File: config.mk
export PLATFORM = sky130hd
export DESIGN_NAME = scl_clkgen
export DESIGN_NICKNAME = d
export VERILOG_FILES = /design/src/rtl/scl_clkgen_pkg.sv /design/src/rtl/scl_len_calc.sv /design/src/rtl/scl_prescaler.sv /design/src/rtl/scl_phase_timer.sv /design/src/rtl/scl_clkgen.sv
export SDC_FILE = /design/constraint.sdc
export NUM_CORES = 1
export LEC_CHECK = 0
export ABC_AREA = 1
export BUFFER_PORTS_ARGS = -buffer_cell sky130_fd_sc_hd__buf_2
export CORE_MARGIN = 5
export CORE_UTILIZATION = 55
export DETAILED_ROUTE_END_ITERATION = 8
export GPL_TIMING_DRIVEN = 0
export PLACE_DENSITY = 0.78
export SLEW_MARGIN = 20
export SYNTH_ARGS = -nofsm -noshare
export SYNTH_HDL_FRONTEND = slang
export SYNTH_HIERARCHICAL = 1
export SYNTH_SLANG_ARGS = --single-unit
File: constraint.sdc
create_clock -name clk -period 3 [get_ports clk]
set_input_delay 0.3 -clock clk [delete_from_list [all_inputs] [get_ports clk]]
set_output_delay 0.3 -clock clk [all_outputs]
set_load 0.03 [all_outputs]
File: src/rtl/scl_clkgen_pkg.sv
package scl_clkgen_pkg;
   typedef enum logic [1:0] {
      PH_IDLE = 2'd0,
      PH_LOW  = 2'd1,
      PH_WAIT = 2'd2,
      PH_HIGH = 2'd3
   } scl_phase_e;
endpackage

File: src/rtl/scl_len_calc.sv
module scl_len_calc #(
   parameter int PSC_W    = 8,
   parameter int PER_W    = 8,
   parameter int OFFSET   = 7,
   parameter int CORR_CAP = 2,
   parameter int LEN_W    = 9
) (
   input  logic [PSC_W-1:0] psc,
   input  logic [PER_W-1:0] per,
   output logic [LEN_W-1:0] len
);
   generate
      if (CORR_CAP == 0) begin : g_nocorr
         assign len = LEN_W'(per) + LEN_W'(OFFSET);
      end else begin : g_corr
         localparam int CW = $clog2(CORR_CAP + 1);
         logic [CW-1:0] corr;
         always_comb begin
            if (int'(psc) >= CORR_CAP) corr = CW'(CORR_CAP);
            else                       corr = CW'(psc);
         end
         assign len = LEN_W'(per) + LEN_W'(OFFSET) - LEN_W'(corr);
      end
   endgenerate
endmodule

File: src/rtl/scl_prescaler.sv
module scl_prescaler #(
   parameter int PSC_W = 8
) (
   input  logic             clk,
   input  logic             rst_n,
   input  logic             clear,
   input  logic             run,
   input  logic [PSC_W-1:0] div,
   output logic             tick
);
   logic [PSC_W-1:0] cnt;

   assign tick = run && (cnt == div);

   always_ff @(posedge clk or negedge rst_n) begin
      if (!rst_n)      cnt <= '0;
      else if (clear)  cnt <= '0;
      else if (tick)   cnt <= '0;
      else if (run)    cnt <= cnt + 1'b1;
   end

   // the divider count never passes the programmed divide value
   a_r2_div_bound: assert property (@(posedge clk) disable iff (!rst_n)
      run |-> (cnt <= div));
endmodule

File: src/rtl/scl_phase_timer.sv
module scl_phase_timer #(
   parameter int LEN_W = 9
) (
   input  logic             clk,
   input  logic             rst_n,
   input  logic             clear,
   input  logic             step,
   input  logic [LEN_W-1:0] limit,
   output logic             done
);
   logic [LEN_W-1:0] cnt;

   assign done = step && (cnt == limit - 1'b1);

   always_ff @(posedge clk or negedge rst_n) begin
      if (!rst_n)      cnt <= '0;
      else if (clear)  cnt <= '0;
      else if (done)   cnt <= '0;
      else if (step)   cnt <= cnt + 1'b1;
   end

   // phase counter stays inside the latched phase length
   a_r3_cnt_in_range: assert property (@(posedge clk) disable iff (!rst_n)
      cnt < limit);
endmodule

File: src/rtl/scl_clkgen.sv
module scl_clkgen
   import scl_clkgen_pkg::*;
#(
   parameter int PSC_W    = 8,
   parameter int PER_W    = 8,
   parameter int OFFSET   = 7,
   parameter int CORR_CAP = 2
) (
   input  logic             clk,
   input  logic             rst_n,
   input  logic             enable,
   input  logic             active,
   input  logic [PSC_W-1:0] psc_val,
   input  logic [PER_W-1:0] low_val,
   input  logic [PER_W-1:0] high_val,
   input  logic             scl_sense,
   output logic             scl_drive_low,
   output logic             tick_fall,
   output logic             tick_rise
);
   localparam int LEN_W = $clog2((2 ** PER_W) + OFFSET);

   generate
      if (PSC_W < 1 || PER_W < 1) begin : g_bad_width
         $error("scl_clkgen: PSC_W and PER_W must be at least 1");
      end
      if (OFFSET <= CORR_CAP) begin : g_bad_offset
         $error("scl_clkgen: OFFSET must exceed CORR_CAP");
      end
   endgenerate

   scl_phase_e       state, state_d;
   logic [PSC_W-1:0] psc_q;
   logic [LEN_W-1:0] len_q;
   logic [LEN_W-1:0] low_len, high_len;
   logic             fall_q, rise_q;
   logic             run, go_low, go_high, load, cnt_run, pre_tick, done;

   assign run     = enable && active;
   assign load    = go_low || go_high;
   assign cnt_run = run && (state == PH_LOW || state == PH_HIGH);

   scl_len_calc #(.PSC_W(PSC_W), .PER_W(PER_W), .OFFSET(OFFSET),
                  .CORR_CAP(CORR_CAP), .LEN_W(LEN_W)) u_low_len (
      .psc(psc_val), .per(low_val), .len(low_len));

   scl_len_calc #(.PSC_W(PSC_W), .PER_W(PER_W), .OFFSET(OFFSET),
                  .CORR_CAP(CORR_CAP), .LEN_W(LEN_W)) u_high_len (
      .psc(psc_val), .per(high_val), .len(high_len));

   scl_prescaler #(.PSC_W(PSC_W)) u_presc (
      .clk(clk), .rst_n(rst_n), .clear(load), .run(cnt_run),
      .div(psc_q), .tick(pre_tick));

   scl_phase_timer #(.LEN_W(LEN_W)) u_timer (
      .clk(clk), .rst_n(rst_n), .clear(load), .step(pre_tick),
      .limit(len_q), .done(done));

   always_comb begin
      state_d = state;
      go_low  = 1'b0;
      go_high = 1'b0;
      if (!run) begin
         state_d = PH_IDLE;
      end else begin
         case (state)
            PH_IDLE: go_low = 1'b1;
            PH_LOW:  if (done) state_d = PH_WAIT;
            PH_WAIT: if (scl_sense) go_high = 1'b1;
            PH_HIGH: if (done) go_low = 1'b1;
            default: state_d = PH_IDLE;
         endcase
         if (go_low)  state_d = PH_LOW;
         if (go_high) state_d = PH_HIGH;
      end
   end

   always_ff @(posedge clk or negedge rst_n) begin
      if (!rst_n) begin
         state  <= PH_IDLE;
         psc_q  <= '0;
         len_q  <= LEN_W'(1);
         fall_q <= 1'b0;
         rise_q <= 1'b0;
      end else begin
         state  <= state_d;
         fall_q <= go_low;
         rise_q <= go_high;
         if (load) begin
            psc_q <= psc_val;
            len_q <= go_low ? low_len : high_len;
         end
      end
   end

   assign scl_drive_low = (state == PH_LOW);
   assign tick_fall     = fall_q;
   assign tick_rise     = rise_q;

   // losing enable or active releases the line by the next cycle
   a_r9_stop_release: assert property (@(posedge clk) disable iff (!rst_n)
      !run |=> (!scl_drive_low && !tick_fall && !tick_rise));

   // fall tick marks the first driven-low cycle
   a_r8_fall_first: assert property (@(posedge clk) disable iff (!rst_n)
      tick_fall |-> (scl_drive_low && !$past(scl_drive_low)));

   // a counted high phase starts only after the line was seen high
   a_r5_rise_after_sense: assert property (@(posedge clk) disable iff (!rst_n)
      tick_rise |-> ($past(scl_sense) && !scl_drive_low));

   // ticks never coincide
   a_r8_ticks_exclusive: assert property (@(posedge clk) disable iff (!rst_n)
      $onehot0({tick_fall, tick_rise}));

   // latched settings hold for the whole of a phase
   a_r7_hold_in_phase: assert property (@(posedge clk) disable iff (!rst_n)
      ((state == PH_LOW || state == PH_HIGH) && $past(state) == state && !tick_fall && !tick_rise)
      |-> ($stable(len_q) && $stable(psc_q)));
endmodule

# Word level (Yosys, flattened, before mapping)
# Index checks and enable logic that the tools add are counted.
dict set report word_totals {
  wordCells 53
  reg_bits 38
  output_inout_bits 3
  inputBits 29
}
dict set report classes {
  muxes 21
  n_reduce_logical 10
  add_sub_neg 7
  magnitude_cmp 1
  n_eq_ne 7
}
# op count
set op_table {}
lappend op_table {{two-way mux 9 bit} 4}
lappend op_table {{two-way mux 8 bit} 3}
lappend op_table {{adder 8 x 3 -> 9 bit, second input constant} 2}
lappend op_table {{subtractor 9 x 2 -> 9 bit} 2}
lappend op_table {{two-way mux 2 bit} 6}
lappend op_table {{adder 9 x 1 -> 9 bit, second input constant} 1}
lappend op_table {{equality test 9 bit} 1}
lappend op_table {{subtractor 9 x 1 -> 9 bit, second input constant} 1}
lappend op_table {{adder 8 x 1 -> 8 bit, second input constant} 1}
lappend op_table {{equality test 8 bit} 1}
lappend op_table {{>= comparator 8 x 2 -> 1 bit, second input constant} 1}
lappend op_table {{two-way mux 1 bit} 7}
lappend op_table {{nonzero test 3 bit} 2}
lappend op_table {{equality test 2 bit, second input constant} 2}
lappend op_table {{logical AND 1 bit} 4}
lappend op_table {{!= test 4 x 1 -> 1 bit, second input constant} 1}
lappend op_table {{!= test 4 x 2 -> 1 bit, second input constant} 1}
lappend op_table {{equality test 2 x 1 -> 1 bit, second input constant} 1}
lappend op_table {{zero test 2 bit} 1}
lappend op_table {{logical OR 1 bit} 2}
lappend op_table {{case mux 1 bit (2 select lines)} 1}
lappend op_table {{AND reduction 2 bit} 1}

# Depth between registers and ports, before layout
# Gate-level depths: netlist of the first run.
dict set report depth {
  word_depth 11
  ltp_mapped 26
  mapped_depth_nobuf 25
}

# Cells and area by module
# Netlist of the first run, hierarchy kept.
# module area_each_um2 cells_each n_inst seq_area_each_um2
set modules_own_cells {}
lappend modules_own_cells {scl_clkgen 1106.1 125 1 526.8}
lappend modules_own_cells {scl_phase_timer 958.4 158 1 225.2}
lappend modules_own_cells {scl_prescaler 573.0 83 1 200.2}
lappend modules_own_cells {{scl_len_calc (u_low_len)} 375.4 58 1 0.0}
lappend modules_own_cells {{scl_len_calc (u_high_len)} 370.4 58 1 0.0}

# Worst setup path before layout of the first run
# No wires, ideal clock.
dict set report synth_path {
  kind {register to register}
  startpoint {reg state[1]}
  endpoint {reg u_presc.cnt[4]}
  arrival_ns 3.217
  period_less_slack_ns 3.336
  setup_ns 0.120
  path_buffers 1
  path_slack_ns -0.336
  stages_incl_launch_ff 27
  t_required_ns 2.880
  path_cell_list {dfrtp_1 -> inv_1 -> ha_1 -> nor2_1 -> nor2_1 -> inv_2 -> a21oi_1 -> nand2_1 -> nor2_1 -> nand3_2 -> inv_1 -> nand3_1 -> nor2_1 -> nand2_2 -> nor2_4 -> nand4_4 -> inv_2 -> nand2_1 -> nand2_2 -> nand3_4 -> nand2_4 -> buf_12 -> nor2_2 -> nor2_1 -> nand3_1 -> xor2_1 -> nor2_1}
}
dict set report synth_via {
  elab_chain_len 11
  word_cells_on_any_way 19
  classes_between {eq/ne: 3; mux: 9; reduce/logical: 7}
}
# element line_no
set synth_rtl {}
lappend synth_rtl {{start: declaration} scl_clkgen.sv:32} ;# scl_phase_e state, state_d;
lappend synth_rtl {{start signal: assignment} scl_clkgen.sv:86} ;# state <= state_d;
lappend synth_rtl {{equality test 2 x 1 -> 1 bit *} -}
lappend synth_rtl {{via scl_drive_low} scl_clkgen.sv:17} ;# output logic scl_drive_low,
lappend synth_rtl {{logical OR 1 bit *} scl_clkgen.sv:41} ;# assign cnt_run = run && (state == PH_LOW || state == PH_HIGH);
lappend synth_rtl {{logical AND 1 bit *} scl_clkgen.sv:41}
lappend synth_rtl {{via cnt_run} scl_clkgen.sv:37} ;# logic run, go_low, go_high, load, cnt_run, pre_tick, done;
lappend synth_rtl {{logical AND 1 bit *} scl_prescaler.sv:13} ;# assign tick = run && (cnt == div);
lappend synth_rtl {{via pre_tick} scl_clkgen.sv:37}
lappend synth_rtl {{logical AND 1 bit *} scl_phase_timer.sv:13} ;# assign done = step && (cnt == limit - 1'b1);
lappend synth_rtl {{via done} scl_clkgen.sv:37}
lappend synth_rtl {{two-way mux 1 bit *} scl_clkgen.sv:70} ;# PH_HIGH: if (done) go_low = 1'b1;
lappend synth_rtl {{case mux 1 bit (2 select lines) *} scl_clkgen.sv:66} ;# case (state)
lappend synth_rtl {{two-way mux 1 bit * (2 in a row)} scl_clkgen.sv:63} ;# if (!run) begin
lappend synth_rtl {{logical OR 1 bit *} scl_clkgen.sv:40} ;# assign load = go_low || go_high;
lappend synth_rtl {{via load} scl_clkgen.sv:37}
lappend synth_rtl {{nonzero test 3 bit (no line) or two-way mux 8 bit (tied branches)} -}
lappend synth_rtl {{end signal: assignment} scl_prescaler.sv:19} ;# else if (run) cnt <= cnt + 1'b1;
lappend synth_rtl {{end: declaration} scl_prescaler.sv:11} ;# logic [PSC_W-1:0] cnt;
# The timed path passes the listed nets; every way through them passes the cells marked *. The select of a mux whose other input is x is not followed.
# A chain may end at the register's enable or synchronous reset.

# Worst setup path after layout of the first run
dict set report layout_path {
  startpoint {reg state[1]}
  endpoint {reg u_presc.cnt[7]}
}
dict set report layout_via {
  elab_chain_len 11
  word_cells_on_any_way 19
  classes_between {eq/ne: 3; mux: 9; reduce/logical: 7}
}
# element line_no
set layout_rtl {}
lappend layout_rtl {{equality test 2 x 1 -> 1 bit or equality test 2 bit (tied branches)} scl_clkgen.sv:41}
lappend layout_rtl {{logical OR 1 bit *} scl_clkgen.sv:41}
lappend layout_rtl {{logical AND 1 bit *} scl_clkgen.sv:41}
lappend layout_rtl {{via cnt_run} scl_clkgen.sv:37}
lappend layout_rtl {{logical AND 1 bit *} scl_prescaler.sv:13}
lappend layout_rtl {{via pre_tick} scl_clkgen.sv:37}
lappend layout_rtl {{logical AND 1 bit *} scl_phase_timer.sv:13}
lappend layout_rtl {{via done} scl_clkgen.sv:37}
lappend layout_rtl {{two-way mux 1 bit *} scl_clkgen.sv:70}
lappend layout_rtl {{case mux 1 bit (2 select lines) *} scl_clkgen.sv:66}
lappend layout_rtl {{two-way mux 1 bit * (2 in a row)} scl_clkgen.sv:63}
lappend layout_rtl {{logical OR 1 bit *} scl_clkgen.sv:40}
lappend layout_rtl {{nonzero test 3 bit (no line) or two-way mux 8 bit (tied branches)} -}
# Marks and branches as above.

==> results of run 1 <==
[sequential cells by signal (all words and copies together), names as in the netlist]
register and flops:
u_timer/cnt 9, len_q 9, state 2, psc_q 8
tick_rise 1, u_presc/cnt 8, tick_fall 1
[worst register-to-register path, cell delays in order, from the launching register on]
cell	delay, ps
dfrtp_1	420
inv_2	100
ha_4	150
nor2_2	40
nor2_2	130
inv_2	60
a21oi_2	100
nand2_1	70
nor2_2	90
nand3_2	110
inv_2	90
nand3_2	60
nor2_2	110
nand2_2	80
nor2_4	120
nand4_4	90
inv_2	100
nand2_2	70
nand2_2	90
nand3_4	100
nand2_8	110
nor2_4	60
nor2_4	120
nand4_1	100
xor2_1	190
nor2_2	50
[power by group]
part           switching, W  leakage [nW]  internal, W
Sequential        0.0000662         0.496     0.000567
Clock              0.000180        0.0472     0.000185
Combinational      0.000284          1.54     0.000187
[per-layer routing]
| layer | vias up | part of all wire | track usage |
|---|---|---|---|
| met5 | - | 0 | 0 |
| li1 | 1592 | - | - |
| met1 | 1398 | 0.47 | 0.263 |
| met3 | 6 | 0.025 | 0.0289 |
| met2 | 37 | 0.50 | 0.346 |
| met4 | 0 | 0.0079 | 0.0467 |
[cells by family after synthesis]
kind of cell,share of synthesized area
flip-flops,0.281
adder cells (fa/ha/maj),0.112
AND/OR/NAND/NOR,0.389
XOR/XNOR,0.0592
AO/OA/AOI/OAI,0.0451
buffers and inverters,0.113
[cell type report]
cell class                      instances  share of cell area
Inverter                               83              0.0807
Clock inverter                          2             0.00321
Sequential cell                        38               0.245
Buffer                                  5              0.0125
Multi-Input combinational cell        355               0.539
Timing Repair Buffer                   49              0.0746
Tap cell                               75              0.0241
Clock buffer                            6              0.0212
[stage by stage]
stage	setup WS, ps	util	instance area (sq um)
after floorplan	-78.3	-	3410
after global placement	-394	0.615	3660
after detailed placement	-440	0.615	3660
after CTS	2.01	0.640	3810
after global routing	-101	0.654	3890
final	103	0.654	3890
[how the worst min path moves through the flow]
stage,start,endpoint
finish,rst_n,u_timer/cnt[7]
global route,rst_n,u_timer/cnt[2]
CTS,rst_n,u_timer/cnt[7]
detailed placement,rst_n,u_timer/cnt[7]
global placement,rst_n,u_timer/cnt[6]
floorplan,rst_n,len_q[1]
[synthesized netlist by cell type (all sizes together)]
master | n | area share
buf | 6 | 0.020
dfrtp | 37 | 0.27
xor2 | 16 | 0.044
nand3 | 58 | 0.098
inv | 83 | 0.093
fa | 2 | 0.012
ha | 27 | 0.10
o21ai | 15 | 0.032
xnor2 | 6 | 0.016
a31oi | 1 | 0.0019
nand4 | 4 | 0.012
nor4 | 2 | 0.0074
nor2 | 60 | 0.085
nand2 | 157 | 0.19
a22oi | 1 | 0.0022
a21oi | 6 | 0.0089
dfstp | 1 | 0.0078
[timing repair]
action	in CTS	in global routing
setup endpoints to repair	17	17
buffers inserted	7	11
pin swaps	4	15
resized for setup	0	5
==> impl_metrics.py, run 1 <==
metrics = {
    "sta": {
        "rsz0062_at_grt": "yes",
        "relSlewSlack": 0.446,
        "fin_crit_sh": 0.966,
        "finClkSkew_ps": 5.23,
        "fin_tns_setup_ps": 0,
        "finalSetupViolCount": 0,
        "hold_viol": 0,
        "layout_min_cycle_time_ps": 2900,
        "fmax_mhz": 345,
        "drv_slew": 0,
        "tightest_slew_ps": 831,
        "holdWs_ps": 109,
    },
    "synthesis": {
        "avgSynthCellArea_sq_um": 7.02,
        "yosysWarnings": 6,
        "syn_inst": 482,
        "synth_seq_area_share": 0.281,
        "syn_area_sq_mm": 0.00338,
        "syn_nets": 540,
        "yosys_register_bits": 38,
        "ys_types": 31,
    },
    "floorplanning": {
        "rows": 28,
        "chipWidth_um": 88.4,
        "die_h_um": 88.4,
        "ios": 32,
        "fp.coreArea_sq_mm": 0.00596,
        "start_util": 0.568,
        "dieArea_sq_mm": 0.00782,
    },
    "global_routing": {
        "grtUsageTotal": 0.200,
        "grt_overflow": 0,
        "first_global_vias": 2955,
        "antenna_found_initial": 0,
        "grt_pass1_wl_mm": 12.6,
        "grt_max_degree": 39,
    },
    "drt": {
        "drt-initial-drc-count": 98,
        "drcViolationCount": 0,
        "drtPass1Iterations": 4,
        "wl_per_cell_um": 11.7,
        "finalWirelength_mm": 7.19,
        "num_vias": 3033,
        "viasPerCell": 4.95,
        "postRouteAntennaNets": 0,
    },
    "cts": {
        "cts_buffers": 5,
        "clkTransAtPathRegs_ps": 80,
        "cts_max_path_buffers": 2,
        "cts-root-buf": "clkbuf_8",
        "cts_sinks": 38,
        "cts_tree": "done",
        "clock_latency_ps": 290,
        "hold_buffers": 0,
        "htree_levels": 2,
    },
    "critical_path": {
        "reg2reg_slack_ps": 100,
        "reg2reg_depth": 25,
        "crit_arrival_ps": 3080,
        "worstSetupStartpointType": "flip-flop",
        "crit_top_cell": "nor2_2",
        "startpoint": "state[1]",
        "end_kind": "flip-flop",
        "r2r-start": "state[1]",
        "path_buf_inv": 4,
        "required_ps": 3180,
        "path_max_fanout": 5,
        "critPathKind": "reg2reg",
        "crit_end": "u_presc/cnt[7]",
        "cp_top_family": "simple AND/OR/NAND/NOR gates",
        "cp.depth": 25,
        "cp_slowest_cell": "dfrtp_1",
        "cpPeakStageDelay_ps": 420,
        "r2r_end": "u_presc/cnt[7]",
    },
    "finish": {
        "fin_nets": 595,
        "layout_common_cells": "nand2_1 (143), inv_1 (72), nand3_1 (50)",
        "drive_gt1_frac": 0.249,
        "final_common_cell": "nand2_1",
        "fillers": 525,
        "diodes": 0,
        "area_growth_pct": 15.1,
        "instances_no_fill": 613,
        "seqCellArea_sq_um": 953,
        "multi_input_area_sq_mm": 0.00210,
    },
    "power": {
        "ir_worst_vdd_uv": 239,
        "p_leak_nw": 2.09,
        "power_w": 0.00147,
        "p_per_area_mw_per_mm2": 377,
    },
    "place": {
        "gp_congestion": 0.804,
        "dp_hpwl_mm": 5.58,
        "place_inst": 588,
        "numPortBuffers": 31,
    },
    "worst_hold_path": {
        "min_path_type": "in2async",
    },
    "status": {
        "status": "completed",
    },
    "job": {
        "cap_violations": 0,
    },
}
(Power assumes the default switching activity.)
==> inputs of run 2 (changes only) <==
Settings changed: ABC_AREA 1 to unset, CORE_UTILIZATION 55 to 54, PLACE_DENSITY 0.78 to 0.77, RECOVER_POWER set to 100.
==> run 2 against run 1 <==
Compared with the run above:
- the flow now finishes with violations (capacitance limit, slew limit)
- synthesized area down 6.3%
- sequential share of layout area up 0.67 points
- die area down 4.0%
- critical endpoint is now u_presc/cnt[4]
- largest cell class unchanged
==> impl_metrics.py, run 2 <==
metrics = {
    "floorplanning": {
        "dieArea_sq_mm": 0.00750,
        "ios": 32,
        "chipWidth_um": 86.6,
        "die_h_um": 86.6,
        "rows": 28,
        "start_util": 0.545,
        "fp.coreArea_sq_mm": 0.00582,
    },
    "sta": {
        "fmax_mhz": 337,
        "finalSetupViolCount": 0,
        "fin_crit_sh": 0.990,
        "drv_slew": 39,
        "relSlewSlack": -0.356,
        "finClkSkew_ps": 1.79,
        "rsz0062_at_grt": "yes",
        "layout_min_cycle_time_ps": 2970,
        "tightest_slew_ps": 2030,
        "fin_tns_setup_ps": 0,
        "holdWs_ps": 268,
        "hold_viol": 0,
    },
    "power": {
        "switching_share": 0.338,
        "p_leak_nw": 1.71,
        "p_int_w": 0.000939,
        "p_per_area_mw_per_mm2": 373,
        "power_frac_comb": 0.317,
        "p_seq_frac": 0.449,
        "ir_worst_vdd_uv": 408,
        "switching_power_w": 0.000480,
        "power_w": 0.00142,
        "pwr-share-clk": 0.233,
    },
    "worst_hold_path": {
        "min_path_type": "in2reg",
        "hold_depth": 2,
    },
    "synthesis": {
        "ys_types": 66,
        "yosysWarnings": 6,
        "syn_area_sq_mm": 0.00317,
        "synth-edff-count": 0,
        "synth_top_family_by_area": "simple AND/OR/NAND/NOR gates",
        "yosysMostFrequentCell": "dfrtp_1",
        "avgSynthCellArea_sq_um": 9.44,
        "synthAdderAreaFrac": 0.119,
        "syn_nets": 394,
        "yosys-top-cells-area": "dfrtp_1 (29%), ha_1 (11%), xnor2_1 (5.0%)",
        "yosys.area.top_type_share": 0.292,
        "postSynth.asyncResetShare": 1.00,
        "yosys-mux-area-fraction": 0.0331,
        "synth-compound-area-share": 0.197,
        "synth_seq_area_share": 0.300,
        "yosys_register_bits": 38,
        "yosys.area.top_type": "dfrtp_1",
        "synth-simple-area-share": 0.220,
        "synth_xor_area_frac": 0.0829,
        "ys.flop_type": "dfrtp_1",
        "syn_inst": 336,
        "synth_common_cells": "dfrtp_1 (37), inv_1 (30), nand2_1 (30)",
    },
    "global_routing": {
        "grt_overflow": 0,
        "first_global_vias": 2683,
        "grt_max_degree": 39,
        "grtUsageTotal": 0.202,
        "grt_pass1_wl_mm": 12.1,
        "antenna_found_initial": 0,
    },
    "status": {
        "failed_checks": "capacitance limit, slew limit",
        "status": "finished, violations left",
    },
    "cts": {
        "htree_levels": 2,
        "cts_tree": "done",
        "cts_buffers": 5,
        "hold_buffers": 0,
        "cts_sinks": 38,
        "clkTransAtPathRegs_ps": 70,
        "clock_latency_ps": 290,
        "cts-root-buf": "clkbuf_8",
        "cts_max_path_buffers": 2,
    },
    "critical_path": {
        "end_kind": "flip-flop",
        "worstSetupStartpointType": "flip-flop",
        "path_max_fanout": 7,
        "reg2reg_depth": 18,
        "required_ps": 3210,
        "crit_arrival_ps": 3180,
        "critPathKind": "reg2reg",
    },
    "drt": {
        "finalWirelength_mm": 7.40,
        "drt-initial-drc-count": 116,
        "viasPerCell": 5.82,
        "drtPass1Iterations": 4,
        "postRouteAntennaNets": 0,
        "num_vias": 2717,
        "wl_per_cell_um": 15.9,
        "drcViolationCount": 0,
    },
    "finish": {
        "area_growth_pct": 19.8,
        "reg_top3": "len_q (9), u_timer/cnt (9)",
        "layout_common_cells": "dfrtp_1 (34), buf_2 (30), inv_1 (29), nand2_1 (29), ha_1 (25)",
        "fin_nets": 450,
        "final_common_cell": "dfrtp_1",
        "diodes": 0,
        "drive_gt1_frac": 0.268,
    },
    "job": {
        "cap_violations": 1,
    },
    "place": {
        "numPortBuffers": 31,
        "dp_hpwl_mm": 5.19,
        "gp_congestion": 0.828,
    },
}
run 2: cell count changes after synthesis, sizes merged, moves of 7 or more:
cell    before  now
nand2b       0   10
xnor2        6   18
nor2        60   12
nand3       58   10
mux2         0    8
nand2      157   30
o211ai       0    7
nor3         0   16
o311ai       0    8
inv         83   30
run 2: stage by stage:
step / utilization / area (sq um) / cells / setup WS (ps)
5_1_grt: 0.653 / 3800 / 467 / -101
4_1_cts: 0.632 / 3680 / 462 / -5.65
2_1_floorplan: - / 3200 / 336 / 13.4
3_3_place_gp: 0.593 / 3450 / 442 / -460
3_5_place_dp: 0.593 / 3450 / 442 / -499
6_report: 0.653 / 3800 / 467 / 29.9
run 2: critical path, stage by stage, from the launching register on:
cell,delay [ps]
dfrtp_2,450
inv_2,90
ha_4,150
nor2_4,40
nor2_4,120
buf_6,110
nand2_4,50
nor3_4,220
nand3_2,130
a211oi_4,200
o221ai_4,150
nor2_4,180
a21oi_4,80
o21ai_4,160
buf_12,150
buf_8,100
o2111ai_4,120
xor2_1,190
nor3_1,180
run 2: what timing repair did:
item,in CTS,in global routing
buffers inserted,13,5
gates resized for setup,10,20
endpoints found under the setup margin,33,33
pin swaps,8,12
run 2: per-layer routing:
| metal | vias up | track usage | wire length (um) |
|---|---|---|---|
| li1 | 1339 | - | - |
| met1 | 1329 | 0.268 | 3300 |
| met2 | 41 | 0.332 | 3760 |
| met3 | 8 | 0.0456 | 249 |
| met4 | 0 | 0.0567 | 94 |
| met5 | - | 0 | 0 |
run 2: path summary, 6_finish.rpt:
check,startpoint,endpoint,slack [ps]
setup / recovery,state[1],u_presc/cnt[4],30
hold / removal,psc_val[3],psc_q[3],270
setup reg to reg,state[1],u_presc/cnt[4],30
hold reg to reg,psc_q[1],psc_q[1],530
max in group asynchronous,rst_n,state[1],1110
min in group asynchronous,rst_n,len_q[5],570
run 2: cells by family (layout without fill, tap and decap cells):
group,count (synthesis),after routing
xor+xnor,30,30
compound gates,79,79
flops,38,38
simple gates,116,116
fa+ha+maj,29,29
mux,8,8
buf+inv,36,92
run 2: power groups by stage:
| stage | clock network [W] | logic [W] | registers [W] |
|---|---|---|---|
| floorplan | 0 | 0.000306 | 0.000629 |
| global placement | 0 | 0.000389 | 0.000642 |
| detailed placement | 0 | 0.000403 | 0.000643 |
| CTS | 0.000338 | 0.000423 | 0.000635 |
| global route | 0.000364 | 0.000495 | 0.000648 |
| finish | 0.000331 | 0.000450 | 0.000637 |
run 2: final cells by class:
class / instances / area, sq um
Multi-Input combinational cell: 262 / 2210
Fill cell: 468 / 2020
Sequential cell: 38 / 956
Timing Repair Buffer: 49 / 294
Inverter: 31 / 116
Tap cell: 75 / 93.8
Clock buffer: 7 / 76.3
Buffer: 5 / 52.6
==> inputs of run 3 (changes only) <==
Settings changed: CORE_MARGIN 5 to unset.
==> run 3 against run 2 <==
Compared with the run above:
- the run ends with capacitance limit, slew limit, setup timing left
- cell area rose by 3.0%
- clock power rose by 63%
- critical path depth did not move
- global-route usage rose by 6.2 points
- first-iteration DRC count rose by 77%
- critical endpoint is now u_presc/cnt[5]
- largest cell class unchanged
- largest power group unchanged
==> impl_metrics.py, run 3 (synthesis gave the netlist of run 2 again) <==
metrics = {
    "global_routing": {
        "grt_pass1_wl_mm": 12.5,
        "grt_overflow": 0,
        "grt_max_degree": 39,
        "grtUsageTotal": 0.264,
        "first_global_vias": 2749,
        "antenna_found_initial": 0,
    },
    "critical_path": {
        "worstSetupStartpointType": "flip-flop",
        "path_cells": "inv_2 -> ha_4 -> nor2_2 -> nor2_1 -> buf_4 -> nand2_4 -> nor3_4 -> nand3_2 -> a211oi_4 -> o221ai_4 -> nor2_4 -> a21oi_4 -> o21ai_4 -> buf_12 -> o211a_4 -> nand4_1 -> xor2_1 -> nor3_1",
        "cp_slowest_cell": "dfrtp_1",
        "cpPeakStageDelay_ps": 450,
        "path_max_fanout": 8,
        "cp.depth": 18,
        "cp_top_family": "simple AND/OR/NAND/NOR gates",
        "reg2reg_slack_ps": -100,
        "reg2reg_depth": 18,
        "critPathKind": "reg2reg",
        "required_ps": 3230,
        "path_buf_inv": 3,
        "r2r_end": "u_presc/cnt[5]",
        "end_kind": "flip-flop",
        "crit_arrival_ps": 3330,
        "startpoint": "state[1]",
        "r2r-start": "state[1]",
        "crit_end": "u_presc/cnt[5]",
    },
    "finish": {
        "drive_gt1_frac": 0.295,
        "area_growth_pct": 23.4,
        "layout_common_cells": "dfrtp_1 (36), buf_2 (29), inv_1 (29), nand2_1 (29), ha_1 (24)",
        "diodes": 0,
        "final_common_cell": "dfrtp_1",
        "instances_no_fill": 469,
        "final_area_sq_mm": 0.00391,
        "fin_util": 0.702,
        "reg_top3": "len_q (9), u_timer/cnt (9)",
        "fillers": 407,
        "fin_nets": 454,
    },
    "sta": {
        "finalSetupViolCount": 9,
        "finClkSkew_ps": 9.45,
        "rsz0062_at_grt": "yes",
        "setup_ws_ps": -98.4,
        "hold_viol": 0,
        "tightest_slew_ps": 2070,
        "relSlewSlack": -0.379,
        "layout_min_cycle_time_ps": 3100,
        "fin_crit_sh": 1.03,
        "fmax_mhz": 323,
        "drv_slew": 39,
    },
    "power": {
        "p_leak_nw": 1.76,
        "p_per_area_mw_per_mm2": 421,
        "ir_worst_vdd_uv": 375,
    },
    "status": {
        "status": "finished, violations left",
        "failed_checks": "capacitance limit, slew limit, setup timing",
    },
    "floorplanning": {
        "chipWidth_um": 78.6,
        "dieArea_sq_mm": 0.00618,
        "die_h_um": 78.6,
        "start_util": 0.569,
        "ios": 32,
        "fp.coreArea_sq_mm": 0.00557,
        "rows": 27,
    },
    "cts": {
        "htree_levels": 2,
        "cts_tree": "done",
        "cts_max_path_buffers": 2,
        "clkTransAtPathRegs_ps": 90,
        "clock_latency_ps": 310,
        "cts-root-buf": "clkbuf_8",
        "cts_sinks": 38,
        "cts_buffers": 5,
    },
    "drt": {
        "viasPerCell": 6.13,
        "drt-initial-drc-count": 205,
        "postRouteAntennaNets": 0,
        "num_vias": 2876,
        "finalWirelength_mm": 8.11,
        "drcViolationCount": 0,
        "drtPass1Iterations": 5,
        "wl_per_cell_um": 17.3,
    },
    "worst_hold_path": {
        "min_path_type": "in2reg",
    },
    "place": {
        "placed_area_sq_mm": 0.00344,
        "gp_congestion": 0.892,
        "dp_hpwl_mm": 5.29,
        "numPortBuffers": 31,
        "place_inst": 439,
    },
    "job": {
        "cap_violations": 1,
    },
}
run 3: cell count changes in the layout (fill, tap and decap cells not counted), moves of 2 or more:
cell and delta:
dfrtp_1 +2, clkbuf_1 -2, bufinv_16 +2, o311ai_1 -2
and3_1 -2, and3_4 +2, dfrtp_2 -2, ha_2 +2
buf_4 +4
run 3: worst min-delay path by stage:
stage                     startpoint              to  cells past startpoint
after global routing      psc_val[5]        psc_q[5]                      2
final                     psc_val[3]        psc_q[3]                      2
after global placement         rst_n        len_q[5]                      1
after floorplan                rst_n        len_q[1]                      0
after CTS                      rst_n  u_timer/cnt[1]                      1
after detailed placement       rst_n       tick_fall                      1
run 3: per-layer routing:
layer	GRT usage	routed length, um	share of wire	vias to the layer above
met2	0.443	4080	0.50	81
li1	-	-	-	1353
met5	0	0	0	-
met1	0.336	3480	0.43	1412
met3	0.0465	334	0.041	30
met4	0.106	214	0.026	0
run 3: area by class of cell:
cell class	count	area [sq um]	share of cell area
plain buffers	5	58.8	0.0150
clock buffers	5	68.8	0.0176
clock inverters	3	68.8	0.0176
inverters	31	116	0.0297
multi-input cells	262	2230	0.571
flip-flops and latches	38	953	0.244
well taps	72	90.1	0.0230
repair buffers	53	324	0.0828
run 3: timing repair:
action / 4_1_cts / 5_1_grt
resized for setup: 15 / 23
hold buffers: 0 / 0
pin swaps: 13 / 18
buffers inserted: 12 / 10
setup endpoints to repair: 35 / 32
run 3: metrics by stage:
step | setup slack (ps) | total power (W) | TNS (ps) | hold slack [ps]
after detailed placement | -592 | 0.00105 | -10160 | 461
final | -98.4 | 0.00165 | -448 | 254
after floorplan | 13.4 | 0.000935 | 0 | 4.41
after CTS | -33.1 | 0.00161 | -146 | 134
after global placement | -461 | 0.00103 | -6830 | 453
after global routing | -220 | 0.00173 | -1680 | 252
run 3: power breakdown:
part           switching (W)  internal (W)  leakage [nW]  total (W)
logic               0.000256      0.000216          1.20   0.000472
clock network       0.000205      0.000333        0.0683   0.000539
registers          0.0000673      0.000570         0.489   0.000637
total               0.000529       0.00112          1.76    0.00165
